File: src/rtl/sld_pkg.sv
package sld_pkg;
    localparam int OPND_W  = 16;
    localparam int BYTES_W = 4;
    localparam int SUM_W   = OPND_W + 1;

    typedef enum logic [1:0] {
        SZ_NONE = 2'd0,
        SZ_WORD = 2'd1,
        SZ_DBL  = 2'd2,
        SZ_RSVD = 2'd3
    } size_code_e;

    typedef struct packed {
        logic              is_const;
        logic [OPND_W-1:0] val;
    } opnd_t;

    typedef struct packed {
        logic [BYTES_W-1:0] bytes;
        opnd_t              a;
        opnd_t              b;
    } st_rec_t;

    function automatic logic [BYTES_W-1:0] sz_bytes(input logic [1:0] code);
        case (code)
            SZ_WORD: sz_bytes = BYTES_W'(4);
            SZ_DBL:  sz_bytes = BYTES_W'(8);
            default: sz_bytes = '0;
        endcase
    endfunction

    function automatic logic opnd_eq(input opnd_t x, input opnd_t y);
        opnd_eq = (x.is_const == y.is_const) && (x.val == y.val);
    endfunction
endpackage

File: src/rtl/sld_store_rec.sv
module sld_store_rec
    import sld_pkg::*;
(
    input  logic    clk,
    input  logic    rst,
    input  logic    clr,
    input  logic    wr,
    input  st_rec_t wr_rec,
    output st_rec_t rec,
    output logic    rec_live
);
    always_ff @(posedge clk) begin
        if (rst || clr) begin
            rec <= '0;
        end else if (wr) begin
            rec <= wr_rec;
        end
    end

    assign rec_live = (rec.bytes != '0);
endmodule

File: src/rtl/sld_pair_match.sv
module sld_pair_match
    import sld_pkg::*;
(
    input  opnd_t st_a,
    input  opnd_t st_b,
    input  opnd_t ld_a,
    input  opnd_t ld_b,
    output logic  same_order,
    output logic  crossed
);
    assign same_order = opnd_eq(ld_a, st_a) && opnd_eq(ld_b, st_b);
    assign crossed    = opnd_eq(ld_a, st_b) && opnd_eq(ld_b, st_a);
endmodule

File: src/rtl/sld_offset_overlap.sv
module sld_offset_overlap
    import sld_pkg::*;
(
    input  opnd_t              st_a,
    input  opnd_t              st_b,
    input  opnd_t              ld_a,
    input  opnd_t              ld_b,
    input  logic [BYTES_W-1:0] st_bytes,
    input  logic [BYTES_W-1:0] ld_bytes,
    output logic               hit
);
    localparam int PAD_W = SUM_W - BYTES_W;

    logic signed [SUM_W-1:0] st_off, ld_off, st_end, ld_end;
    logic                    shared_base;

    always_comb begin
        st_off = $signed({st_a.val[OPND_W-1], st_a.val});
        ld_off = $signed({ld_a.val[OPND_W-1], ld_a.val});
        st_end = st_off + $signed({{PAD_W{1'b0}}, st_bytes});
        ld_end = ld_off + $signed({{PAD_W{1'b0}}, ld_bytes});
        shared_base = st_a.is_const && ld_a.is_const && opnd_eq(st_b, ld_b);
        if (!shared_base) begin
            hit = 1'b0;
        end else if (st_off < ld_off) begin
            hit = (st_end > ld_off);
        end else begin
            hit = (ld_end > st_off);
        end
    end
endmodule

File: src/rtl/sld_detector.sv
module sld_detector
    import sld_pkg::*;
(
    input  logic              clk,
    input  logic              rst,
    input  logic              grp_end,
    input  logic              st_en,
    input  logic              st_a_const,
    input  logic [OPND_W-1:0] st_a_val,
    input  logic              st_b_const,
    input  logic [OPND_W-1:0] st_b_val,
    input  logic [1:0]        st_size,
    input  logic              ld_en,
    input  logic              ld_a_const,
    input  logic [OPND_W-1:0] ld_a_val,
    input  logic              ld_b_const,
    input  logic [OPND_W-1:0] ld_b_val,
    input  logic [1:0]        ld_size,
    output logic              conflict
);
    st_rec_t new_rec, rec;
    opnd_t   ld_a, ld_b;
    logic    rec_live, same_order, crossed, ovl_hit;

    always_comb begin
        new_rec.bytes = sz_bytes(st_size);
        new_rec.a     = '{is_const: st_a_const, val: st_a_val};
        new_rec.b     = '{is_const: st_b_const, val: st_b_val};
        ld_a          = '{is_const: ld_a_const, val: ld_a_val};
        ld_b          = '{is_const: ld_b_const, val: ld_b_val};
    end

    sld_store_rec u_rec (
        .clk(clk), .rst(rst), .clr(grp_end), .wr(st_en),
        .wr_rec(new_rec), .rec(rec), .rec_live(rec_live)
    );

    sld_pair_match u_match (
        .st_a(rec.a), .st_b(rec.b), .ld_a(ld_a), .ld_b(ld_b),
        .same_order(same_order), .crossed(crossed)
    );

    sld_offset_overlap u_ovl (
        .st_a(rec.a), .st_b(rec.b), .ld_a(ld_a), .ld_b(ld_b),
        .st_bytes(rec.bytes), .ld_bytes(sz_bytes(ld_size)), .hit(ovl_hit)
    );

    assign conflict = ld_en && rec_live && (same_order || crossed || ovl_hit);
endmodule

File: config.mk
export PLATFORM = sky130hd
export DESIGN_NAME = sld_detector
export DESIGN_NICKNAME = d
export VERILOG_FILES = /design/src/rtl/sld_pkg.sv /design/src/rtl/sld_store_rec.sv /design/src/rtl/sld_pair_match.sv /design/src/rtl/sld_offset_overlap.sv /design/src/rtl/sld_detector.sv
export SDC_FILE = /design/constraint.sdc
export NUM_CORES = 1
export LEC_CHECK = 0
export BUFFER_PORTS_ARGS = -buffer_cell sky130_fd_sc_hd__buf_2
export CORE_MARGIN = 3
export CORE_UTILIZATION = 56
export DETAILED_ROUTE_END_ITERATION = 7
export PLACE_DENSITY_LB_ADDON = 0.15
export REMOVE_ABC_BUFFERS = 1
export SYNTH_ARGS = -nofsm -noshare
export SYNTH_HDL_FRONTEND = slang
export SYNTH_SLANG_ARGS = --single-unit
File: constraint.sdc
create_clock -name clk -period 3.8 [get_ports clk]
set_input_delay 0 -clock clk [delete_from_list [all_inputs] [get_ports clk]]
set_output_delay 0 -clock clk [all_outputs]
set_load 0.05 [all_outputs]
== Word level (Yosys, flattened, before mapping) ==
Cells that the tools add are included.
Word-level totals
  logic and storage cells: 43
  input port bits: 77
  flip-flop bits (word level): 38
  output and inout bits: 1
Operators by class
  reduce and logical (&&, ||, !) cells: 15
  equality and inequality tests: 14
  $add $sub $neg: 2
  muxes and demuxes: 4
  $lt $le $gt $ge: 3
Operators by type and width (count)
  equality test 16 bit: 5
  adder 16 x 5 -> 17 bit: 2
  > comparator 17 x 16 -> 1 bit: 2
  less-than comparator 16 bit: 1
  one-hot mux 4 bit (2 select lines): 2
  logical AND 1 bit: 11
  equality test 1 bit: 5
  equality test 2 x 1 -> 1 bit, second input constant: 2
  equality test 2 bit, second input constant: 2
  nonzero test 4 bit: 1
  logical OR 1 bit: 3
  two-way mux 1 bit: 2

== Logic depth before layout (Yosys ltp) ==
Gate-level depths: netlist (run 1).
  depth after elaboration: 8
  mapped depth: 15
  depth with buffers taken out: 15

== By module ==
A second synthesis (run 1) with hierarchy kept.
Second synthesis, totals
  cell total of the unflattened synthesis: 502
  area total of the unflattened synthesis: 4241.6 um^2
By module, submodules not included
  sld_offset_overlap: instances 1, area each 2080.7 um^2, cells each 280
  sld_store_rec: instances 1, area each 1373.8 um^2, cells each 124
  sld_pair_match: instances 1, area each 748.2 um^2, cells each 92
  sld_detector: instances 1, area each 38.8 um^2, cells each 6

== Worst setup path before layout (run 1) ==
OpenSTA, ideal clock, no wires.
  path kind: register to output
  start point: register, netlist name u_rec.rec[19]
  end point: output port conflict
  arrival: 3.206 ns
  required time: 3.800 ns
  path slack: 0.594 ns
  cell stages (with the launch flop): 15
  cells stage by stage: dfxtp_1 -> ha_1 -> fa_1 -> nand2_1 -> nor3_1 -> nand4_1 -> xnor2_1 -> ha_1 -> and3_1 -> nand3_1 -> nor3_1 -> or3_1 -> o21a_1 -> mux2i_1 -> o221ai_1
Between the ends
  word-level cells in the longest chain between the ends: 6
  elaborated cells on any way between the ends: 15
  classes of those cells: add/sub: 1; order compare: 3; eq/ne: 2; mux: 2; reduce/logical: 7
RTL lines
  adder 16 x 5 -> 17 bit / equality test 16 bit (equally long branches): RTL line sld_offset_overlap.sv:20, sld_pkg.sv:33
  > comparator 17 x 16 -> 1 bit / logical AND 1 bit (equally long branches): RTL line sld_offset_overlap.sv:26, sld_pkg.sv:33
  two-way mux 1 bit, or another cell as far along: RTL line sld_offset_overlap.sv:25  | end else if (st_off < ld_off) begin
  two-way mux 1 bit / logical OR 1 bit (equally long branches): RTL line sld_offset_overlap.sv:23, sld_detector.sv:48
  logical OR 1 bit (*): RTL line sld_detector.sv:48  | assign conflict = ld_en && rec_live && (same_order || crossed || ovl_hit);
  logical AND 1 bit (*): RTL line sld_detector.sv:48
  end: declaration: RTL line sld_detector.sv:19  | output logic conflict
Mark *: on every way between the ends. The rest lies on a longest branch, timed or not.

== Worst setup path after layout (run 1) ==
  start point: register, netlist name u_rec.rec[19]
  end point: output port conflict
Between the ends
  word-level cells in the longest chain between the ends: 6
  elaborated cells on any way between the ends: 15
  classes of those cells: add/sub: 1; order compare: 3; eq/ne: 2; mux: 2; reduce/logical: 7
RTL lines (RTL line)
  adder 16 x 5 -> 17 bit / equality test 16 bit (equally long branches): sld_offset_overlap.sv:20, sld_pkg.sv:33
  > comparator 17 x 16 -> 1 bit / logical AND 1 bit (equally long branches): sld_offset_overlap.sv:26, sld_pkg.sv:33
  two-way mux 1 bit, or another cell as far along: sld_offset_overlap.sv:25
  two-way mux 1 bit / logical OR 1 bit (equally long branches): sld_offset_overlap.sv:23, sld_detector.sv:48
  logical OR 1 bit (*): sld_detector.sv:48
  logical AND 1 bit (*): sld_detector.sv:48
Marked as above.

==> out/summary.txt, run 1 <==
vias in the first global route: 3535
cell count after synthesis: 427
R2R Path End: u_rec.rec[26]$_SDFFE_PP0P_
Avg Cell Area, Syn: 8.38 µm²
cell taking the most area after synthesis: dfxtp_1
global route overflow: 0
Clock Tree Root: clkbuf_8
top-area cell type share of the netlist area: 0.201
period utilization: 0.921
vias per cell: 5.62
Util after Layout: 0.740
ys async rst share: 0
row count: 28
Chip Width: 85.9 µm
Hold Path Origin: st_a_val[10]
initial core utilization: 0.590
CP Max Fanout: 5
largest registers: u_rec.rec: 36 flops
first-pass GRT wire length: 16.8 mm
Post-DP HPWL: 7.97 mm
Post-synth EDFFs: 0
crit-path cells: ha_1, fa_1, nand2_1, nor3_2, nand4_1, xnor2_1, ha_1, and3_1, nand3_1, nor3_1, or3_1, o21a_1, mux2i_1, o221ai_1, buf_2
maximum vdd drop: 0.000364 V
Post-synth top flop: dfxtp_1
fin worst setup slack: 0.300 ns
Core Footprint: 6060 µm²
max reg flops: 36
status: completed
worst-case reg-to-reg path depth: 2
Biggest register: u_rec.rec
Sink Count: 36
leak pwr: 2.09 nW
I/O pin count: 78
final setup violation count: 0
largest net degree at the start of global routing: 39
Slew @ Worst Pin: 1.05 ns
1st-iter DRT viols: 197
Antenna diodes: 0
top post-synthesis cells by area: dfxtp_1 (20%), ha_1 (19%), xnor2_1 (12%)
Required @ worst endpoint: 3.80 ns
WL met2: 4.88 mm
CP Launch Type: register
wire length on met1: 4.52 mm
share of cells above drive strength 1: 0.182
Setup WS pre-CTS: 0.451 ns
Layout area overhead: 25.4%
Max Fclk: 286 MHz
die area: 7380 µm²
Relative slew margins: 0.303
Residual DRC: 0
vias: 3440
power after layout: 999 µW
Final Max Slew Viols: 0
Tot GR Track Use: 0.288
Final Cell Area: 4490 µm²
Non-Filler Instances: 612
wire length on met3: 544 µm
R2R Setup Slk: 2.93 ns
uppermost routed layer: met4
first-pass detailed-route iteration total: 4
Final GP Congestion: 0.954
Setup Buffers After CTS: 0
RSZ-0062 raised after global routing: false
antenna violations before repair: 0
htree depth: 2
Placed Area: 4010 µm²
post-DR wirelength/cell: 16.6 µm
critical path type: register to output port
Worst path slowest cell: dfxtp_2
Clock Latency Late Sink: 0.29 ns
Yosys warning count: 0
final net count: 668
Synth Cell Area: 3580 µm²
flops & latches, synth: 36
Largest stage delay, worst path: 0.40 ns
clock buffer count from CTS: 5
Die Height: 85.9 µm
WHS Path Cells: 3
antenna viol nets, final: 0
Hold Vio Cnt, Final: 0
sequential fraction of the synthesis area: 0.201
clock buffer depth: 2
TNS Setup: 0 ns
CP dominant cell by count: ha_1
Crit path arrival time: 3.50 ns
Min-Delay Path Class: primary input to register
Critical R2R Launch: u_rec.rec[26]$_SDFFE_PP0P_
pwr/cell area: 223 nW/µm²
delay-heaviest family, CP: simple AND/OR/NAND/NOR gates
worst hold slack: 0.0159 ns
CP Capture Type: output port
synth unique cells: 42
TritonCTS clock tree: yes
Port Buffers: 77
CP Buf/Inv Count: 1
Tmin final: 3.50 ns
WHS Endpoint: u_rec.rec[27]$_SDFFE_PP0P_
clock skew: 0 ns
routed wire length: 10.2 mm
Max-cap violations: 0
Worst-path clk slew: 0.07 ns
dpl cells: 568
==> layout make-up <==
class,instances,area (µm²)
multi-input cells,344,2700
fillers,468,1570
repair buffers,113,746
clock buffers,8,90.1
well taps,75,93.8
inverters,36,135
flip-flops and latches,36,722
==> repair_timing <==
| action | 4_1_cts | 5_1_grt |
|---|---|---|
| hold endpoints to repair | 35 | 0 |
| hold buffers | 36 | 0 |
| gates resized for setup | 0 | 6 |
| setup endpoints to repair | 0 | 1 |
==> kinds of logic (layout without fill, tap and decap cells) <==
group | Yosys count | after routing | synth area share
compound gates | 46 | 46 | 0.0769
xor+xnor | 75 | 75 | 0.184
fa+ha+maj | 55 | 55 | 0.197
buf+inv | 47 | 157 | 0.0507
flops | 36 | 36 | 0.201
mux | 36 | 36 | 0.101
simple gates | 132 | 132 | 0.190
==> worst max-delay path by stage <==
stage | from | to | cells after the start
floorplan | u_rec.rec[19]$_SDFFE_PP0P_ | conflict | 14
global placement | u_rec.rec[19]$_SDFFE_PP0P_ | conflict | 15
detailed placement | u_rec.rec[19]$_SDFFE_PP0P_ | conflict | 15
CTS | u_rec.rec[19]$_SDFFE_PP0P_ | conflict | 15
global route | u_rec.rec[19]$_SDFFE_PP0P_ | conflict | 15
finish | u_rec.rec[19]$_SDFFE_PP0P_ | conflict | 15
==> routing by layer <==
layer | vias to the layer above | track usage
li1 | 1704 | -
met1 | 1595 | 0.369
met2 | 120 | 0.490
met3 | 21 | 0.0471
met4 | 0 | 0.0950
met5 | - | 0
==> worst min-delay path: cells and delay by family <==
| family | cells | cell delay (ns) |
|---|---|---|
| buffers and inverters | 1 | 0.09 |
| muxes | 1 | 0.08 |
| and+or+nand+nor | 1 | 0.09 |
==> report_power, final <==
group	leakage, nW	internal, mW	switching (mW)
clock	0.0455	0.148	0.136
combinational	1.75	0.152	0.154
sequential	0.294	0.390	0.0201
total	2.09	0.689	0.310
==> Yosys cell counts (all sizes together), types with 3 or more instances <==
cell,count
inv,36
a21o,6
nor2,49
nand2,16
nor3,7
nand3,16
xnor2,50
mux2i,36
dfxtp,36
o21ai,8
ha,53
clkbuf,8
xor2,25
nand2b,3
nor4,11
and3,4
buf,3
nand4,15
a21oi,22
==> cell usage in the layout (no fill, tap or decap), types with 3 or more instances in the layout <==
cell            n
nor3_2          3
nand4_1        15
nor2_1         48
dlygate4sd3_1  36
a21oi_1        22
nor3_1          4
nand2_1        15
dfxtp_1        35
ha_1           53
nand2b_1        3
mux2i_1        36
xor2_1         25
nand3_1        15
buf_2          77
a21o_1          6
inv_1          34
xnor2_1        50
nor4_1          9
o21ai_0         8
clkbuf_8        6
Power figures use the tool's default switching activity.
==> run 2: changes to the inputs <==
--- a/config.mk
+++ b/config.mk
@@ -9,8 +9,10 @@
 export CORE_MARGIN = 3
 export CORE_UTILIZATION = 56
 export DETAILED_ROUTE_END_ITERATION = 7
-export PLACE_DENSITY_LB_ADDON = 0.15
+export HOLD_SLACK_MARGIN = 0.02
+export PLACE_DENSITY = 0.86
 export REMOVE_ABC_BUFFERS = 1
 export SYNTH_ARGS = -nofsm -noshare
 export SYNTH_HDL_FRONTEND = slang
 export SYNTH_SLANG_ARGS = --single-unit
+export TNS_END_PERCENT = 1
==> run 2 against run 1 <==
Clock power is 6% higher; combinational power is 5% higher; setup slack worse by 0.20 ns; first-iteration DRC count is 84% higher; wire length is 16% higher; critical path depth is 1 lower; sequential cell count stayed put; global-route usage is 4.1 points higher; die area stayed put; register-to-register slack worse by 0.07 ns; utilization is 0.19 points higher; count of clock-buffer cells in the layout is 1 lower; highest routed layer unchanged.
==> out/summary.txt, run 2 (same netlist as run 1, synthesis figures left out) <==
status: completed (unchanged)
global route overflow: 0 (unchanged)
CP dominant cell by count: nand3_1 (was ha_1)
CP Max Fanout: 7 (was 5)
clock buffer depth: 2 (unchanged)
R2R Path End: u_rec.rec[26]$_SDFFE_PP0P_ (unchanged)
largest net degree at the start of global routing: 39 (unchanged)
Core Footprint: 6060 µm² (unchanged)
TritonCTS clock tree: yes (unchanged)
Slew @ Worst Pin: 1.09 ns (was 1.05 ns)
Critical R2R Launch: u_rec.rec[26]$_SDFFE_PP0P_ (unchanged)
Residual DRC: 0 (unchanged)
Final Cell Area: 4500 µm² (was 4490 µm²)
critical path type: register to output port (unchanged)
most frequent cells in the layout: buf_2 (77), ha_1 (53), xnor2_1 (50) (unchanged)
delay-heaviest family, CP: simple AND/OR/NAND/NOR gates (unchanged)
WHS Path Cells: 3 (unchanged)
first-pass detailed-route iteration total: 5 (was 4)
Final GP Congestion: 0.963 (was 0.954)
Worst path slowest cell: dfxtp_1 (was dfxtp_2)
Die Height: 85.9 µm (unchanged)
maximum vdd drop: 0.000309 V (was 0.000364 V)
die area: 7380 µm² (unchanged)
row count: 28 (unchanged)
final net count: 669 (was 668)
Largest stage delay, worst path: 0.53 ns (was 0.40 ns)
Required @ worst endpoint: 3.80 ns (about the same)
Post-DP HPWL: 8.03 mm (was 7.97 mm)
Chip Width: 85.9 µm (unchanged)
R2R Setup Slk: 2.86 ns (was 2.93 ns)
largest registers: u_rec.rec: 36 flops (unchanged)
pwr/cell area: 230 nW/µm² (was 223 nW/µm²)
antenna violations before repair: 1 (was 0)
worst-case reg-to-reg path depth: 2 (unchanged)
1st-iter DRT viols: 363 (was 197)
Crit path arrival time: 3.70 ns (was 3.50 ns)
Clock Latency Late Sink: 0.29 ns (about the same)
Tmin final: 3.70 ns (was 3.50 ns)
Placed Area: 4010 µm² (unchanged)
Layout area overhead: 25.7% (was 25.4%)
clock skew: 0 ns (unchanged)
Final Max Slew Viols: 0 (unchanged)
CP Buf/Inv Count: 1 (unchanged)
Min-Delay Path Class: primary input to register (unchanged)
I/O pin count: 78 (unchanged)
Hold Vio Cnt, Final: 0 (unchanged)
multi-input logic area: 2690 µm² (was 2700 µm²)
max reg flops: 36 (unchanged)
routed wire length: 11.8 mm (was 10.2 mm)
crit-path cells: nand3_1, nor2_1, nand3_1, nor4_2, xnor2_1, ha_1, and4_1, nand3_1, nor3_1, or3_1, o21a_1, mux2i_1, o221ai_1, buf_2 (was ha_1, fa_1, nand2_1, nor3_2, nand4_1, xnor2_1, ha_1, and3_1, nand3_1, nor3_1, or3_1, o21a_1, mux2i_1, o221ai_1, buf_2)
post-DR wirelength/cell: 19.2 µm (was 16.6 µm)
Relative slew margins: 0.273 (was 0.303)
CP Launch Type: register (unchanged)
vias: 3728 (was 3440)
Util after Layout: 0.742 (was 0.740)
htree depth: 2 (unchanged)
vias per cell: 6.08 (was 5.62)
commonest non-fill, non-tap cell in the layout: buf_2 (unchanged)
CP Capture Type: output port (unchanged)
Max Fclk: 270 MHz (was 286 MHz)
final setup violation count: 0 (unchanged)
Tot GR Track Use: 0.329 (was 0.288)
WHS Endpoint: u_rec.rec[36]$_SDFFE_PP0P_ (was u_rec.rec[27]$_SDFFE_PP0P_)
period utilization: 0.974 (was 0.921)
Hold Path Origin: rst (was st_a_val[10])
Sink Count: 36 (unchanged)
Biggest register: u_rec.rec (unchanged)
initial core utilization: 0.590 (unchanged)
Fillers: 373 (was 468)
Port Buffers: 77 (unchanged)
leak pwr: 2.12 nW (was 2.09 nW)
Max-cap violations: 0 (unchanged)
vias in the first global route: 3915 (was 3535)
Clock Tree Root: clkbuf_8 (unchanged)
Reg area: 721 µm² (was 722 µm²)
clock buffer count from CTS: 5 (unchanged)
first-pass GRT wire length: 19.2 mm (was 16.8 mm)
antenna viol nets, final: 0 (unchanged)
Worst-path clk slew: 0.07 ns (about the same)
share of cells above drive strength 1: 0.177 (was 0.182)
## run 2: changes by cell type in the layout (fill, tap and decap cells not counted)
cell / before / now
nor2_1: 48 / 49
nor3_1: 4 / 5
nor3_2: 3 / 1
nor3_4: 0 / 1
clkbuf_1: 2 / 0
dfxtp_2: 1 / 0
dfxtp_1: 35 / 36
clkbuf_8: 6 / 7
diode_2: 0 / 1
nand3_1: 15 / 16
nand3_2: 1 / 0
dlygate4sd3_1: 36 / 37
nor2_2: 1 / 0
## run 2: power by group
group          internal [mW]  total [mW]  switching [mW]
sequential             0.389       0.411          0.0215
clock                  0.162       0.302           0.141
combinational          0.154       0.321           0.167
total                  0.705        1.03           0.329
## run 2: repair_timing
| item | 4_1_cts | 5_1_grt |
|---|---|---|
| hold buffers | 37 | 0 |
| setup buffers | 0 | 0 |
| setup endpoints to repair | 0 | 1 |
| resized for setup | 0 | 3 |
| hold endpoints to repair | 36 | 0 |
## run 2: worst reg2reg max path: cells and delay by family, from the launching register on
family / cells / cell delay, ns
DFF: 1 / 0.57
muxes: 1 / 0.16
and+or+nand+nor: 1 / 0.15
## run 2: worst max-delay path by stage
stage                                          start       end  slack [ns]  cells past startpoint
after global placement    u_rec.rec[19]$_SDFFE_PP0P_  conflict        0.57                     15
final                     u_rec.rec[21]$_SDFFE_PP0P_  conflict         0.1                     14
after detailed placement  u_rec.rec[19]$_SDFFE_PP0P_  conflict        0.45                     15
after CTS                 u_rec.rec[19]$_SDFFE_PP0P_  conflict        0.11                     15
after global routing      u_rec.rec[21]$_SDFFE_PP0P_  conflict       -0.06                     14
after floorplan           u_rec.rec[19]$_SDFFE_PP0P_  conflict        0.60                     14
## run 2: area by class of cell
class | instances | area share
multi-input cells | 344 | 0.599
flip-flops and latches | 36 | 0.160
inverters | 36 | 0.0300
clock buffers | 7 | 0.0214
well taps | 75 | 0.0209
diodes | 1 | 0.000556
repair buffers | 114 | 0.168
## run 2: through the flow
| step | total power [mW] | cells | worst slack (ns) | setup TNS (ns) | hold WS, ns |
|---|---|---|---|---|---|
| 4_1_cts | 1.01 | 612 | 0.112 | 0 | 0.442 |
| 2_1_floorplan | 0.575 | 416 | 0.596 | 0 | 0.147 |
| 3_3_place_gp | 0.680 | 568 | 0.567 | 0 | 0.232 |
| 6_report | 1.03 | 613 | 0.0972 | 0 | 0.459 |
| 3_5_place_dp | 0.689 | 568 | 0.451 | 0 | 0.245 |
| 5_1_grt | 1.08 | 613 | -0.0597 | -0.0597 | 0.509 |
## run 2: per-layer routing
layer	track usage	routed length, µm	part of all wire
met2	0.558	5720	0.48
met1	0.386	4440	0.38
met3	0.0663	955	0.081
met4	0.181	681	0.058
met5	0	0	0
